$ cat src/rtl/pt_walker_pkg.sv
package pt_walker_pkg;

  typedef enum logic [1:0] {
    FLT_NONE    = 2'd0,
    FLT_INVALID = 2'd1,
    FLT_LENGTH  = 2'd2,
    FLT_PROT    = 2'd3
  } fault_e;

  typedef enum logic [1:0] {
    ST_IDLE = 2'd0,
    ST_DIR  = 2'd1,
    ST_TBL  = 2'd2,
    ST_RESP = 2'd3
  } walk_st_e;

  // entry flag positions
  localparam int unsigned ENT_V  = 0;
  localparam int unsigned ENT_R  = 1;
  localparam int unsigned ENT_W  = 2;
  localparam int unsigned ENT_X  = 3;
  localparam int unsigned ENT_K  = 4;
  localparam int unsigned ENT_LG = 7;

endpackage

$ cat src/rtl/pt_addr_gen.sv
module pt_addr_gen #(
  parameter int unsigned ADDR_W = 32,
  parameter int unsigned IDX_W  = 10,
  parameter int unsigned OFF_W  = 12,
  localparam int unsigned PG_W  = ADDR_W - OFF_W,
  localparam int unsigned PAD_W = OFF_W - IDX_W
) (
  input  logic [PG_W-1:0]   page,
  input  logic [IDX_W-1:0]  index,
  output logic [ADDR_W-1:0] addr
);

  // word-sized entries packed into one page
  assign addr = {page, index, {PAD_W{1'b0}}};

endmodule

$ cat src/rtl/pt_perm_check.sv
module pt_perm_check
  import pt_walker_pkg::*;
(
  input  logic [7:0] flags,
  input  logic       acc_write,
  input  logic       acc_exec,
  input  logic       acc_priv,
  output logic       violation
);

  logic rd_bad, wr_bad, ex_bad, pv_bad;

  always_comb begin
    rd_bad    = !acc_write && !acc_exec && !flags[ENT_R];
    wr_bad    = acc_write && !flags[ENT_W];
    ex_bad    = acc_exec && !flags[ENT_X];
    pv_bad    = flags[ENT_K] && !acc_priv;
    violation = rd_bad || wr_bad || ex_bad || pv_bad;
  end

endmodule

$ cat src/rtl/pt_walk_ctrl.sv
module pt_walk_ctrl
  import pt_walker_pkg::*;
#(
  parameter int unsigned ADDR_W        = 32,
  parameter int unsigned DIR_IDX_W     = 10,
  parameter int unsigned TBL_IDX_W     = 10,
  parameter int unsigned OFF_W         = 12,
  parameter bit          LARGE_PAGE_EN = 1'b0,
  localparam int unsigned PG_W         = ADDR_W - OFF_W,
  localparam int unsigned LEN_W        = DIR_IDX_W + 1,
  localparam int unsigned LG_LO        = TBL_IDX_W + OFF_W
) (
  input  logic              clk,
  input  logic              rst_n,
  input  logic              req_valid,
  input  logic [ADDR_W-1:0] req_vaddr,
  input  logic              req_write,
  input  logic              req_exec,
  input  logic              req_priv,
  input  logic [PG_W-1:0]   base_pg_in,
  input  logic [LEN_W-1:0]  dir_len,
  input  logic              mem_ack,
  input  logic [ADDR_W-1:0] mem_rd_data,
  input  logic              perm_fail,
  output logic              req_ready,
  output logic              mem_rd_valid,
  output logic              sel_tbl,
  output logic [PG_W-1:0]   base_pg_q,
  output logic [PG_W-1:0]   tbl_pg_q,
  output logic [ADDR_W-1:0] va_q,
  output logic              acc_wr_q,
  output logic              acc_ex_q,
  output logic              acc_pv_q,
  output logic              rsp_done,
  output logic [ADDR_W-1:0] rsp_paddr,
  output logic [1:0]        rsp_fault
);

  walk_st_e          state_q, state_d;
  logic              cap_en, tbl_ld, rsp_ld;
  logic [ADDR_W-1:0] paddr_q, paddr_d;
  fault_e            fault_q, fault_d;
  logic              len_fault;
  logic              lg_hit;
  logic [ADDR_W-1:0] lg_pa, sm_pa;
  logic              unused_entry;

  assign unused_entry = ^mem_rd_data;

  generate
    if (LARGE_PAGE_EN) begin : g_large
      assign lg_hit = mem_rd_data[ENT_LG];
    end else begin : g_small
      assign lg_hit = 1'b0;
    end
  endgenerate

  assign len_fault = {1'b0, req_vaddr[ADDR_W-1 -: DIR_IDX_W]} >= dir_len;
  assign lg_pa     = {mem_rd_data[ADDR_W-1:LG_LO], va_q[LG_LO-1:0]};
  assign sm_pa     = {mem_rd_data[ADDR_W-1:OFF_W], va_q[OFF_W-1:0]};

  // next-state
  always_comb begin
    state_d = state_q;
    cap_en  = 1'b0;
    tbl_ld  = 1'b0;
    rsp_ld  = 1'b0;
    paddr_d = '0;
    fault_d = FLT_NONE;
    case (state_q)
      ST_IDLE: begin
        if (req_valid) begin
          cap_en = 1'b1;
          if (len_fault) begin
            state_d = ST_RESP;
            rsp_ld  = 1'b1;
            fault_d = FLT_LENGTH;
          end else begin
            state_d = ST_DIR;
          end
        end
      end
      ST_DIR: begin
        if (mem_ack) begin
          if (!mem_rd_data[ENT_V]) begin
            state_d = ST_RESP;
            rsp_ld  = 1'b1;
            fault_d = FLT_INVALID;
          end else if (lg_hit) begin
            state_d = ST_RESP;
            rsp_ld  = 1'b1;
            if (perm_fail) fault_d = FLT_PROT;
            else           paddr_d = lg_pa;
          end else begin
            tbl_ld  = 1'b1;
            state_d = ST_TBL;
          end
        end
      end
      ST_TBL: begin
        if (mem_ack) begin
          state_d = ST_RESP;
          rsp_ld  = 1'b1;
          if (!mem_rd_data[ENT_V]) fault_d = FLT_INVALID;
          else if (perm_fail)      fault_d = FLT_PROT;
          else                     paddr_d = sm_pa;
        end
      end
      ST_RESP: state_d = ST_IDLE;
      default: state_d = ST_IDLE;
    endcase
  end

  // registers
  always_ff @(posedge clk or negedge rst_n) begin
    if (!rst_n) state_q <= ST_IDLE;
    else        state_q <= state_d;
  end

  always_ff @(posedge clk or negedge rst_n) begin
    if (!rst_n) begin
      va_q      <= '0;
      acc_wr_q  <= 1'b0;
      acc_ex_q  <= 1'b0;
      acc_pv_q  <= 1'b0;
      base_pg_q <= '0;
    end else if (cap_en) begin
      va_q      <= req_vaddr;
      acc_wr_q  <= req_write;
      acc_ex_q  <= req_exec;
      acc_pv_q  <= req_priv;
      base_pg_q <= base_pg_in;
    end
  end

  always_ff @(posedge clk or negedge rst_n) begin
    if (!rst_n)      tbl_pg_q <= '0;
    else if (tbl_ld) tbl_pg_q <= mem_rd_data[ADDR_W-1:OFF_W];
  end

  always_ff @(posedge clk or negedge rst_n) begin
    if (!rst_n) begin
      paddr_q <= '0;
      fault_q <= FLT_NONE;
    end else if (rsp_ld) begin
      paddr_q <= paddr_d;
      fault_q <= fault_d;
    end
  end

  assign req_ready    = (state_q == ST_IDLE);
  assign mem_rd_valid = (state_q == ST_DIR) || (state_q == ST_TBL);
  assign sel_tbl      = (state_q == ST_TBL);
  assign rsp_done     = (state_q == ST_RESP);
  assign rsp_paddr    = paddr_q;
  assign rsp_fault    = fault_q;

endmodule

$ cat src/rtl/pt_walker.sv
module pt_walker #(
  parameter int unsigned ADDR_W        = 32,
  parameter int unsigned DIR_IDX_W     = 10,
  parameter int unsigned TBL_IDX_W     = 10,
  parameter int unsigned OFF_W         = 12,
  parameter bit          LARGE_PAGE_EN = 1'b0,
  localparam int unsigned PG_W         = ADDR_W - OFF_W,
  localparam int unsigned LEN_W        = DIR_IDX_W + 1
) (
  input  logic              clk,
  input  logic              rst_n,
  input  logic              req_valid,
  output logic              req_ready,
  input  logic [ADDR_W-1:0] req_vaddr,
  input  logic              req_write,
  input  logic              req_exec,
  input  logic              req_priv,
  input  logic [ADDR_W-1:0] dir_base,
  input  logic [LEN_W-1:0]  dir_len,
  output logic              mem_rd_valid,
  output logic [ADDR_W-1:0] mem_rd_addr,
  input  logic              mem_ack,
  input  logic [ADDR_W-1:0] mem_rd_data,
  output logic              rsp_done,
  output logic [ADDR_W-1:0] rsp_paddr,
  output logic [1:0]        rsp_fault
);

  logic              sel_tbl, perm_fail;
  logic              acc_wr_q, acc_ex_q, acc_pv_q;
  logic [PG_W-1:0]   base_pg_q, tbl_pg_q;
  logic [ADDR_W-1:0] va_q, dir_addr, tbl_addr;
  logic [OFF_W-1:0]  unused_base_lo;

  assign unused_base_lo = dir_base[OFF_W-1:0];

  pt_walk_ctrl #(
    .ADDR_W(ADDR_W), .DIR_IDX_W(DIR_IDX_W), .TBL_IDX_W(TBL_IDX_W),
    .OFF_W(OFF_W), .LARGE_PAGE_EN(LARGE_PAGE_EN)
  ) u_ctrl (
    .clk          (clk),
    .rst_n        (rst_n),
    .req_valid    (req_valid),
    .req_vaddr    (req_vaddr),
    .req_write    (req_write),
    .req_exec     (req_exec),
    .req_priv     (req_priv),
    .base_pg_in   (dir_base[ADDR_W-1:OFF_W]),
    .dir_len      (dir_len),
    .mem_ack      (mem_ack),
    .mem_rd_data  (mem_rd_data),
    .perm_fail    (perm_fail),
    .req_ready    (req_ready),
    .mem_rd_valid (mem_rd_valid),
    .sel_tbl      (sel_tbl),
    .base_pg_q    (base_pg_q),
    .tbl_pg_q     (tbl_pg_q),
    .va_q         (va_q),
    .acc_wr_q     (acc_wr_q),
    .acc_ex_q     (acc_ex_q),
    .acc_pv_q     (acc_pv_q),
    .rsp_done     (rsp_done),
    .rsp_paddr    (rsp_paddr),
    .rsp_fault    (rsp_fault)
  );

  pt_addr_gen #(.ADDR_W(ADDR_W), .IDX_W(DIR_IDX_W), .OFF_W(OFF_W)) u_dir_addr (
    .page  (base_pg_q),
    .index (va_q[ADDR_W-1 -: DIR_IDX_W]),
    .addr  (dir_addr)
  );

  pt_addr_gen #(.ADDR_W(ADDR_W), .IDX_W(TBL_IDX_W), .OFF_W(OFF_W)) u_tbl_addr (
    .page  (tbl_pg_q),
    .index (va_q[OFF_W +: TBL_IDX_W]),
    .addr  (tbl_addr)
  );

  pt_perm_check u_perm (
    .flags     (mem_rd_data[7:0]),
    .acc_write (acc_wr_q),
    .acc_exec  (acc_ex_q),
    .acc_priv  (acc_pv_q),
    .violation (perm_fail)
  );

  assign mem_rd_addr = sel_tbl ? tbl_addr : dir_addr;

endmodule

$ cat config.mk
export PLATFORM = sky130hd
export DESIGN_NAME = pt_walker
export DESIGN_NICKNAME = d
export VERILOG_FILES = /design/src/rtl/pt_walker_pkg.sv /design/src/rtl/pt_addr_gen.sv /design/src/rtl/pt_perm_check.sv /design/src/rtl/pt_walk_ctrl.sv /design/src/rtl/pt_walker.sv
export SDC_FILE = /design/constraint.sdc
export NUM_CORES = 1
export LEC_CHECK = 0
export ABC_CLOCK_PERIOD_IN_PS = 2160
export BUFFER_PORTS_ARGS = -buffer_cell sky130_fd_sc_hd__clkbuf_2
export CAP_MARGIN = 30
export CORE_MARGIN = 2
export CORE_UTILIZATION = 49
export DETAILED_ROUTE_END_ITERATION = 12
export PLACE_DENSITY = 0.8
export SLEW_MARGIN = 20
export SYNTH_ARGS = -nofsm -noshare
export SYNTH_HDL_FRONTEND = slang
export SYNTH_SLANG_ARGS = --single-unit
$ cat constraint.sdc
create_clock -name clk -period 2.16 [get_ports clk]
set_input_delay 0.432 -clock clk [delete_from_list [all_inputs] [get_ports clk]]
set_output_delay 0.432 -clock clk [all_outputs]
set_load 0.1 [all_outputs]
==> results of run 1 <==
## cells in the final DEF (no fill, tap or decap), types with 2 or more instances in the layout
master / instances
a21o_1: 2
a21oi_1: 4
a22o_1: 32
buf_12: 37
buf_4: 16
clkbuf_2: 128
clkbuf_4: 2
clkbuf_8: 9
clkinv_4: 2
conb_1: 2
dfrtp_1: 110
ha_1: 10
ha_4: 3
inv_1: 11
inv_2: 2
mux2_2: 89
mux2_4: 15
nand2_1: 6
nand3_1: 2
nor2_1: 6
nor2b_1: 4
o21ai_0: 2
o31ai_1: 3
## cell type report
class                      count  area share
inverter                      13     0.00717
clock buffer                  10      0.0188
multi-input combinational    199       0.301
sequential                   111       0.408
timing repair buffer         186       0.230
clock inverter                 5     0.00993
tap                          133      0.0245
## flip-flops by register name, summed over array words and instances (netlist names)
name,flops
u_ctrl.rsp_fault,2
u_ctrl.acc_pv_q,1
u_ctrl.acc_ex_q,1
u_ctrl.rsp_paddr,32
u_ctrl.tbl_pg_q,20
u_ctrl.state_q,2
u_ctrl.base_pg_q,20
u_ctrl.acc_wr_q,1
u_ctrl.va_q,32
## worst reg2reg max path, stage by stage, from the launching register on
cell and delay, ns:
dfrtp_1 0.40, buf_4 0.14, buf_4 0.15, ha_4 0.16, nor2b_4 0.12, o21ai_2 0.23, o31ai_4 0.14, and3b_2 0.30
buf_12 0.17, a22o_1 0.19
## cells by family (layout without fill, tap and decap cells)
family                     after synthesis  count (layout)  share of synthesized area
and+or+nand+nor                         28              28                     0.0311
AOI/OAI and AO/OA                       51              51                     0.0861
DFF                                    111             111                      0.571
buffers and inverters                   34             214                     0.0347
muxes                                  104             104                      0.241
other                                    1               2                   0.000770
adders and majority gates               14              14                     0.0360
## layer usage
metal  GRT usage  vias up
li1            -     1587
met1       0.273     1747
met2       0.394      106
met3      0.0560       12
met4      0.0792        0
met5           0        -
## stage by stage
step	utilization	worst slack, ns
2_1_floorplan	-	-0.0868
3_3_place_gp	0.661	-0.104
3_5_place_dp	0.661	-0.149
4_1_cts	0.697	-0.0305
5_1_grt	0.699	-0.0613
6_report	0.699	0.00252
## worst max path at each step
stage | from | end | slack, ns | depth (start not counted)
after floorplan | u_ctrl.state_q[0] | mem_rd_addr[10] | -0.09 | 5
final | u_ctrl.state_q[0] | mem_rd_addr[4] | 0.003 | 5
after global placement | dir_len[8] | u_ctrl.rsp_paddr[27] | -0.10 | 9
after CTS | u_ctrl.state_q[0] | mem_rd_addr[10] | -0.03 | 6
after global routing | u_ctrl.state_q[0] | mem_rd_addr[4] | -0.06 | 5
after detailed placement | dir_len[8] | u_ctrl.rsp_paddr[3] | -0.15 | 9
## repair_timing
item | CTS | global route
endpoints found under the setup margin | 30 | 63
pin swaps | 1 | 4
gates resized for setup | 21 | 11
buffers inserted | 6 | 1
cloned | 1 | 1
==> results.yml, run 1 <==
timing:
  fmax_mhz: 464
  worst_pin_slew_ns: 0.584
  post-route-period-util: 0.999
  rsz0062_at_grt: "true"
  clock_skew_ns: 0.0167
  finalHoldViolations: 0
  period_needed_ns: 2.16
  whs_ns: 0.0435
  tns_ns: 0
  relSlewSlack: 0.606
  drv_slew: 0
  finalSetupViolCount: 0
detailed_routing:
  wl_met3_um: 716
  drt-met1-wl_um: 4820
  vias: 3452
  finalWirelength_um: 11700
  first_pass_iters: 4
  highest_layer: "met4"
  drt-initial-drc-count: 76
  drc: 0
  vias_per_cell: 5.25
  ant_nets: 0
  dr_wl_met2_um: 5950
  wl_per_cell_um: 17.8
clocking:
  numCtsBuffers: 9
  insertion_delay_ns: 0.37
  cts.sinks: 111
  cts-root-buf: "clkbuf_8"
  cts_max_level: 3
  cts_hold_buf: 0
  cts_tree: "yes"
  clk_pin_slew_ns: 0.10
  clk_path_buf_depth: 2
critical_path:
  r2r_end: "u_ctrl.rsp_paddr[0]"
  required_ns: 1.73
  slowest_delay_ns: 0.40
  crit_path_start_kind: "flop"
  rr_startpoint: "u_ctrl.state_q[0]"
  cpLargestDelayFamily: "buffers and inverters"
  cpMostUsedCell: "buf_12"
  cp.buffers_inverters: 3
  worstRegToRegCells: 9
  r2r_setup_slack_ns: 0.06
  path_class: "flop to primary output"
  worst-path-max-fanout: 15
  cp_cell_sequence: "inv_2 > ha_4 > buf_12 > mux2_2 > buf_12"
  cp.arrival_ns: 1.73
  slowest_stage: "dfrtp_1"
  endpoint_kind: "primary output"
synthesis:
  synth_edf_count: 0
  synth_top_cells_by_area: "dfrtp_1 57%, mux2_2 24%, a22o_1 5.8%"
  yosysSeqAreaShare: 0.571
  async_reset_ff_frac: 1.00
  syn_avg_cell_area_sq_um: 14.2
  yosys.area.top_type: "dfrtp_1"
  synth_cell_type_count: 33
  synthTopCellsByCount: "111 x dfrtp_1, 104 x mux2_2, 32 x a22o_1"
  synth_top_area_share: 0.571
  syn_area_sq_um: 4870
  synth-seq-cells: 111
  synthCells: 343
  synth_most_common_cell: "dfrtp_1"
  ys.warnings.count: 0
  dominantRegCellSynth: "dfrtp_1"
global_routing:
  antenna_found_initial: 0
  grt_max_degree: 45
  grt_usage: 0.226
  grt_pass1_wl_um: 19200
  grt_overflow: 0
  grt_pass1_vias: 3768
layout:
  nFillCells: 708
  final_area_sq_um: 6810
  register_area_sq_um: 2780
  drive_above_1_share: 0.609
  stdcell_count: 657
  areaGrowthSynthToFinish_pct: 39.8
  nNetsFinal: 648
  multi_input_area_sq_um: 2050
  diodes: 0
floorplanning:
  row_count: 36
  die_h_um: 104
  io_pins: 183
  fp.dieW_um: 104
  start_util: 0.500
  die-area_sq_um: 10700
  core_sq_um: 9730
run:
  cap_violations: 0
min_path:
  hold_path.class: "input pin to async pin"
placed_design:
  gp_congestion: 0.791
  hpwl_um: 8230
  post_dp_cell_area_sq_um: 6430
  numPortBuffers: 161
  dp.cells: 635
run_status:
  status: "finished clean"
Power of run 1 is not shown: default switching activity piles up to over one toggle a cycle in this logic, so the estimate is an artifact.
==> inputs of run 2 (changes only) <==
Settings changed: ABC_AREA set to 1, CORE_UTILIZATION 49 to 50.
==> run 2 against run 1 <==
Clock skew decreased by 0.00088 ns. Worst setup slack improved by 0.080 ns. Final cell count is 50% higher. Non-clock buffer count decreased by 9. Area after synthesis grew 8.1%. Cell area is 3.3% higher. Sequential share of layout area decreased by 1.3 points. Flip-flop and latch count is the same. Utilization shrank 1.5 points. Hold slack better by 0.21 ns.
==> results.yml, run 2 <==
run_status:
  status: "finished clean"
layout:
  diodes: 0
  areaGrowthSynthToFinish_pct: 33.6
  drive_above_1_share: 0.276
  nFillCells: 890
  final_cell_mix: "307 x nand2_1, 128 x clkbuf_2, 111 x dfrtp_1, 55 x inv_1, 43 x nor2_1"
  stdcell_count: 986
  mostFrequentLayoutCell: "nand2_1"
  nNetsFinal: 973
  final_area_sq_um: 7030
floorplanning:
  core_sq_um: 10300
  die_h_um: 107
  fp.dieW_um: 107
  start_util: 0.512
  io_pins: 183
  die-area_sq_um: 11400
  row_count: 37
critical_path:
  cp.arrival_ns: 1.65
  rr_startpoint: "u_ctrl.state_q[1]"
  required_ns: 1.73
  worst-path-max-fanout: 21
  slowest_delay_ns: 0.46
  cpLargestDelayFamily: "flip-flops"
  worstRegToRegCells: 8
  r2r_setup_slack_ns: 0.29
  cpMostUsedCell: "buf_12"
  path_class: "flop to primary output"
  endpoint_kind: "primary output"
  r2r_end: "u_ctrl.rsp_paddr[31]"
  cp_cell_sequence: "ha_4 > inv_2 > buf_12 > nand2_1 > nand2_2 > buf_12"
  cp.buffers_inverters: 3
  slowest_stage: "dfrtp_1"
  crit_path_start_kind: "flop"
synthesis:
  synth_edf_count: 0
  synthTopCellsByCount: "338 x nand2_1, 111 x dfrtp_1, 56 x inv_1"
  syn_area_sq_um: 5260
  synth_cell_type_count: 24
  ys.warnings.count: 0
  synth_top_area_share: 0.528
  syn_avg_cell_area_sq_um: 7.61
  synth_top_cells_by_area: "dfrtp_1 53%, nand2_1 24%, inv_1 4.0%"
  synthCells: 691
  yosys.area.top_type: "dfrtp_1"
  dominantRegCellSynth: "dfrtp_1"
  async_reset_ff_frac: 1.00
  synth-seq-cells: 111
  synth_most_common_cell: "nand2_1"
  yosysSeqAreaShare: 0.528
pwr:
  intPower_mw: 5.89
  p_seq_frac: 0.250
  clock_power_share: 0.103
  p_comb_frac: 0.647
  p_sw_frac: 0.538
  power_density_nw_per_um2: 1820
  vdd_ir_drop_max_mv: 1.24
  p_sw_mw: 6.88
  p_leak_nw: 4.03
clocking:
  cts_max_level: 3
  insertion_delay_ns: 0.36
  clk_pin_slew_ns: 0.12
  clk_path_buf_depth: 2
  numCtsBuffers: 9
  cts-root-buf: "clkbuf_8"
  cts.sinks: 111
  cts_tree: "yes"
detailed_routing:
  first_pass_iters: 4
  ant_nets: 0
  wl_per_cell_um: 13.2
  vias_per_cell: 4.81
  finalWirelength_um: 13000
  drt-initial-drc-count: 184
  vias: 4741
  drc: 0
global_routing:
  gr-usage-met3: 0.0523
  grt_usage: 0.238
  grt_max_degree: 97
  top_usage_layer: "met2"
  antenna_found_initial: 0
  grt_overflow: 0
  grt_pass1_wl_um: 21800
  grt_use_met1: 0.330
  grt_pass1_vias: 4561
  use_met2: 0.390
placed_design:
  gp_congestion: 0.837
  numPortBuffers: 161
  post_dp_cell_area_sq_um: 6760
  dp.cells: 968
  hpwl_um: 9340
timing:
  period_needed_ns: 2.08
  clock_skew_ns: 0.0159
  relSlewSlack: 0.621
  post-route-period-util: 0.962
  worst_pin_slew_ns: 0.572
  drv_slew: 0
  tns_ns: 0
  finalHoldViolations: 0
  fmax_mhz: 481
  rsz0062_at_grt: "false"
  finalSetupViolCount: 0
run:
  cap_violations: 0
min_path:
  min_from: "dir_base[27]"
  hold_depth: 3
  hold_path.class: "input pin to flop"
  hold_end: "u_ctrl.base_pg_q[15]"
run 2: changes by cell type after synthesis, moves of 32 or more:
cell / delta
a22o_1: -32
inv_1: +43
mux2_2: -104
nand2_1: +331
nand3_1: +35
nor2_1: +37
o21ai_0: +39
run 2: worst max path at each step:
stage                      startpoint                    to  cells after the start
global route        u_ctrl.state_q[1]       mem_rd_addr[11]                      6
detailed placement      req_vaddr[31]  u_ctrl.rsp_paddr[22]                     12
finish              u_ctrl.state_q[1]       mem_rd_addr[10]                      6
global placement        req_vaddr[31]  u_ctrl.rsp_paddr[24]                     12
CTS                 u_ctrl.state_q[0]       mem_rd_addr[13]                      6
floorplan           u_ctrl.state_q[0]       u_ctrl.va_q[12]                      8
run 2: final cells by class:
| class | instances | area (sq um) | area share |
|---|---|---|---|
| clock buffer | 9 | 124 | 0.0176 |
| clock inverter | 7 | 87.6 | 0.0125 |
| inverter | 59 | 221 | 0.0315 |
| multi-input combinational | 487 | 2200 | 0.313 |
| sequential | 111 | 2780 | 0.395 |
| tap | 136 | 170 | 0.0242 |
| timing repair buffer | 177 | 1450 | 0.206 |
run 2: stage by stage:
| step | power, mW | hold slack, ns | worst slack (ns) | util |
|---|---|---|---|---|
| 2_1_floorplan | 8.74 | 0.136 | 0.158 | - |
| 3_3_place_gp | 11.3 | 0.305 | 0.145 | 0.658 |
| 3_5_place_dp | 11.4 | 0.309 | 0.105 | 0.658 |
| 4_1_cts | 12.8 | 0.252 | 0.0216 | 0.683 |
| 5_1_grt | 13.4 | 0.266 | 0.00731 | 0.684 |
| 6_report | 12.8 | 0.258 | 0.0826 | 0.684 |
run 2: cells by family (layout without fill, tap and decap cells):
family / after synthesis / after routing / share of synthesized area
adders and majority gates: 14 / 14 / 0.0333
other: 1 / 2 / 0.000713
and+or+nand+nor: 423 / 423 / 0.317
buffers and inverters: 94 / 252 / 0.0740
AOI/OAI and AO/OA: 48 / 48 / 0.0476
DFF: 111 / 111 / 0.528
run 2: power groups by stage:
stage	Combinational, mW	Sequential, mW	Clock, mW
after floorplan	5.13	3.61	0
after global placement	8.10	3.20	0
after detailed placement	8.21	3.23	0
after CTS	8.30	3.19	1.33
after global routing	8.73	3.29	1.41
final	8.26	3.19	1.31
run 2: timing repair:
item,CTS,global route
hold buffers,1,0
gates resized for setup,7,3
endpoints found under the hold margin,15,0
setup buffers,1,0
pin swaps,0,0
setup endpoints to repair,27,30
run 2: layer usage:
layer / part of all wire / vias to the layer above
met5: 0 / -
met4: 0.0083 / 0
met3: 0.071 / 10
met2: 0.48 / 143
met1: 0.44 / 2182
li1: - / 2406
run 2: worst register-to-register path, stage by stage (launching register included):
cell,delay [ns]
dfrtp_1,0.46
inv_1,0.13
ha_2,0.24
nand2_2,0.08
inv_2,0.28
nand3_4,0.13
nand2_4,0.31
nand2_1,0.13
nand2_1,0.07
Power figures use the tool's default switching activity.
==> inputs of run 3 (changes only) <==
Settings changed: PLACE_DENSITY 0.8 to 0.91.
==> run 3 against run 2 <==
Total power increased by 0.87%. Highest routed layer unchanged. Utilization increased by 0.26 points. Fmax hardly changed. Largest power group unchanged.
==> results.yml, run 3 (synthesized netlist as in run 2, its figures left out) <==
run_status:
  status: "finished clean"
timing:
  worst_pin_slew_ns: 0.566
  finalSetupViolCount: 0
  finalHoldViolations: 0
  tns_ns: 0
  setup_ws_ns: 0.0830
  period_needed_ns: 2.08
  drv_slew: 0
  post-route-period-util: 0.962
  fmax_mhz: 481
  clock_skew_ns: 0.0113
  relSlewSlack: 0.624
detailed_routing:
  drc: 0
  finalWirelength_um: 13600
  ant_nets: 0
  vias_per_cell: 4.95
  wl_per_cell_um: 13.7
  vias: 4881
  first_pass_iters: 6
  drt-initial-drc-count: 279
global_routing:
  grt_usage: 0.240
  grt_pass1_wl_um: 21800
  grt_max_degree: 43
  grt_overflow: 0
  antenna_found_initial: 0
  grt_pass1_vias: 4615
critical_path:
  slowest_stage: "dfrtp_1"
  required_ns: 1.73
  worst-path-max-fanout: 8
  slowest_delay_ns: 0.41
  cp.arrival_ns: 1.65
  crit_path_start_kind: "flop"
  cpLargestDelayFamily: "buffers and inverters"
  endpoint_kind: "primary output"
  cp_cell_sequence: "inv_2 > ha_4 > inv_4 > clkbuf_16 > nand2_1 > nand2_2 > buf_12"
  path_class: "flop to primary output"
  cp.buffers_inverters: 4
pwr:
  clock_power_share: 0.102
  p_seq_frac: 0.249
  p_leak_nw: 4.05
  intPower_mw: 5.99
  p_sw_mw: 6.89
  p_total_mw: 12.9
  p_comb_frac: 0.649
  vdd_ir_drop_max_mv: 1.26
  p_sw_frac: 0.535
  power_density_nw_per_um2: 1830
min_path:
  hold_path.class: "input pin to async pin"
floorplanning:
  io_pins: 183
  die-area_sq_um: 11400
  die_h_um: 107
  start_util: 0.512
  row_count: 37
  core_sq_um: 10300
  fp.dieW_um: 107
placed_design:
  numPortBuffers: 161
  post-place-ws_ns: 0.123
  dp.cells: 968
  hpwl_um: 9780
  post_dp_cell_area_sq_um: 6750
  gp_congestion: 0.856
clocking:
  clk_pin_slew_ns: 0.11
  clk_path_buf_depth: 2
  insertion_delay_ns: 0.36
  cts_hold_buf: 0
  cts_max_level: 3
  cts_tree: "yes"
  cts-root-buf: "clkbuf_8"
  cts.sinks: 111
  numCtsBuffers: 9
layout:
  areaGrowthSynthToFinish_pct: 34.1
  nNetsFinal: 974
  nFillCells: 833
  final_cell_mix: "308 x nand2_1, 129 x clkbuf_2, 111 x dfrtp_1, 55 x inv_1, 43 x nor2_1"
  mostFrequentLayoutCell: "nand2_1"
  final_area_sq_um: 7060
  drive_above_1_share: 0.276
  diodes: 0
  stdcell_count: 987
run:
  cap_violations: 0
==> run 3: cell count changes in the layout (fill, tap and decap cells not counted), sizes merged <==
| cell | before | now |
|---|---|---|
| clkinv | 0 | 1 |
| buf | 48 | 46 |
| dlygate4sd3 | 1 | 0 |
| inv | 63 | 62 |
| clkinvlp | 2 | 1 |
| clkbuf | 137 | 142 |
==> run 3: power by group through the flow <==
stage                     Sequential [mW]  Combinational, mW  Clock [mW]
after floorplan                      3.61               5.13           0
after global placement               3.19               8.03           0
after detailed placement             3.23               8.18           0
after CTS                            3.20               8.21        1.34
after global routing                 3.30               8.80        1.42
final                                3.20               8.37        1.31
==> run 3: per-stage QoR <==
| step | util | hold WS (ns) |
|---|---|---|
| floorplan | - | 0.136 |
| finish | 0.687 | 0.0109 |
| global placement | 0.657 | 0.434 |
| CTS | 0.678 | 0.0174 |
| detailed placement | 0.657 | 0.427 |
| global route | 0.687 | 0.0303 |
==> run 3: final timing paths <==
kind,startpoint,end,slack (ns),cells past startpoint
setup / recovery,u_ctrl.state_q[0],mem_rd_addr[14],0.08,7
hold / removal,rst_n,u_ctrl.va_q[0],0.01,1
setup reg to reg,u_ctrl.state_q[0],u_ctrl.rsp_paddr[8],0.28,10
hold reg to reg,u_ctrl.base_pg_q[6],u_ctrl.base_pg_q[6],0.49,2
max in group asynchronous,rst_n,u_ctrl.rsp_paddr[8],1.49,2
min in group clk,req_vaddr[18],u_ctrl.va_q[18],0.26,3
==> run 3: worst register-to-register path, delay by kind of cell (launching register included) <==
kind | cells | cell delay, ns
adder cells (fa/ha/maj) | 1 | 0.19
flip-flops | 1 | 0.41
buffers and inverters | 4 | 0.56
AND/OR/NAND/NOR | 5 | 0.62
==> run 3: cell type report <==
cell class / instances / area [sq um] / area share
multi-input cells: 487 / 2190 / 0.310
clock inverters: 6 / 75.1 / 0.0106
inverters: 59 / 224 / 0.0317
repair buffers: 178 / 1480 / 0.210
clock buffers: 10 / 138 / 0.0195
flip-flops and latches: 111 / 2780 / 0.394
well taps: 136 / 170 / 0.0241
==> run 3: routing by layer <==
metal	global-route usage	up-vias	wire length, um
met3	0.0347	17	797
met2	0.395	167	6620
met5	0	-	0
met1	0.335	2286	5960
met4	0.0649	0	201
li1	-	2411	-
==> run 3: what timing repair did <==
action	in CTS	in global routing
setup endpoints to repair	27	31
gates cloned	0	3
buffers inserted	0	0
resized for setup	4	6
pin swaps	0	0
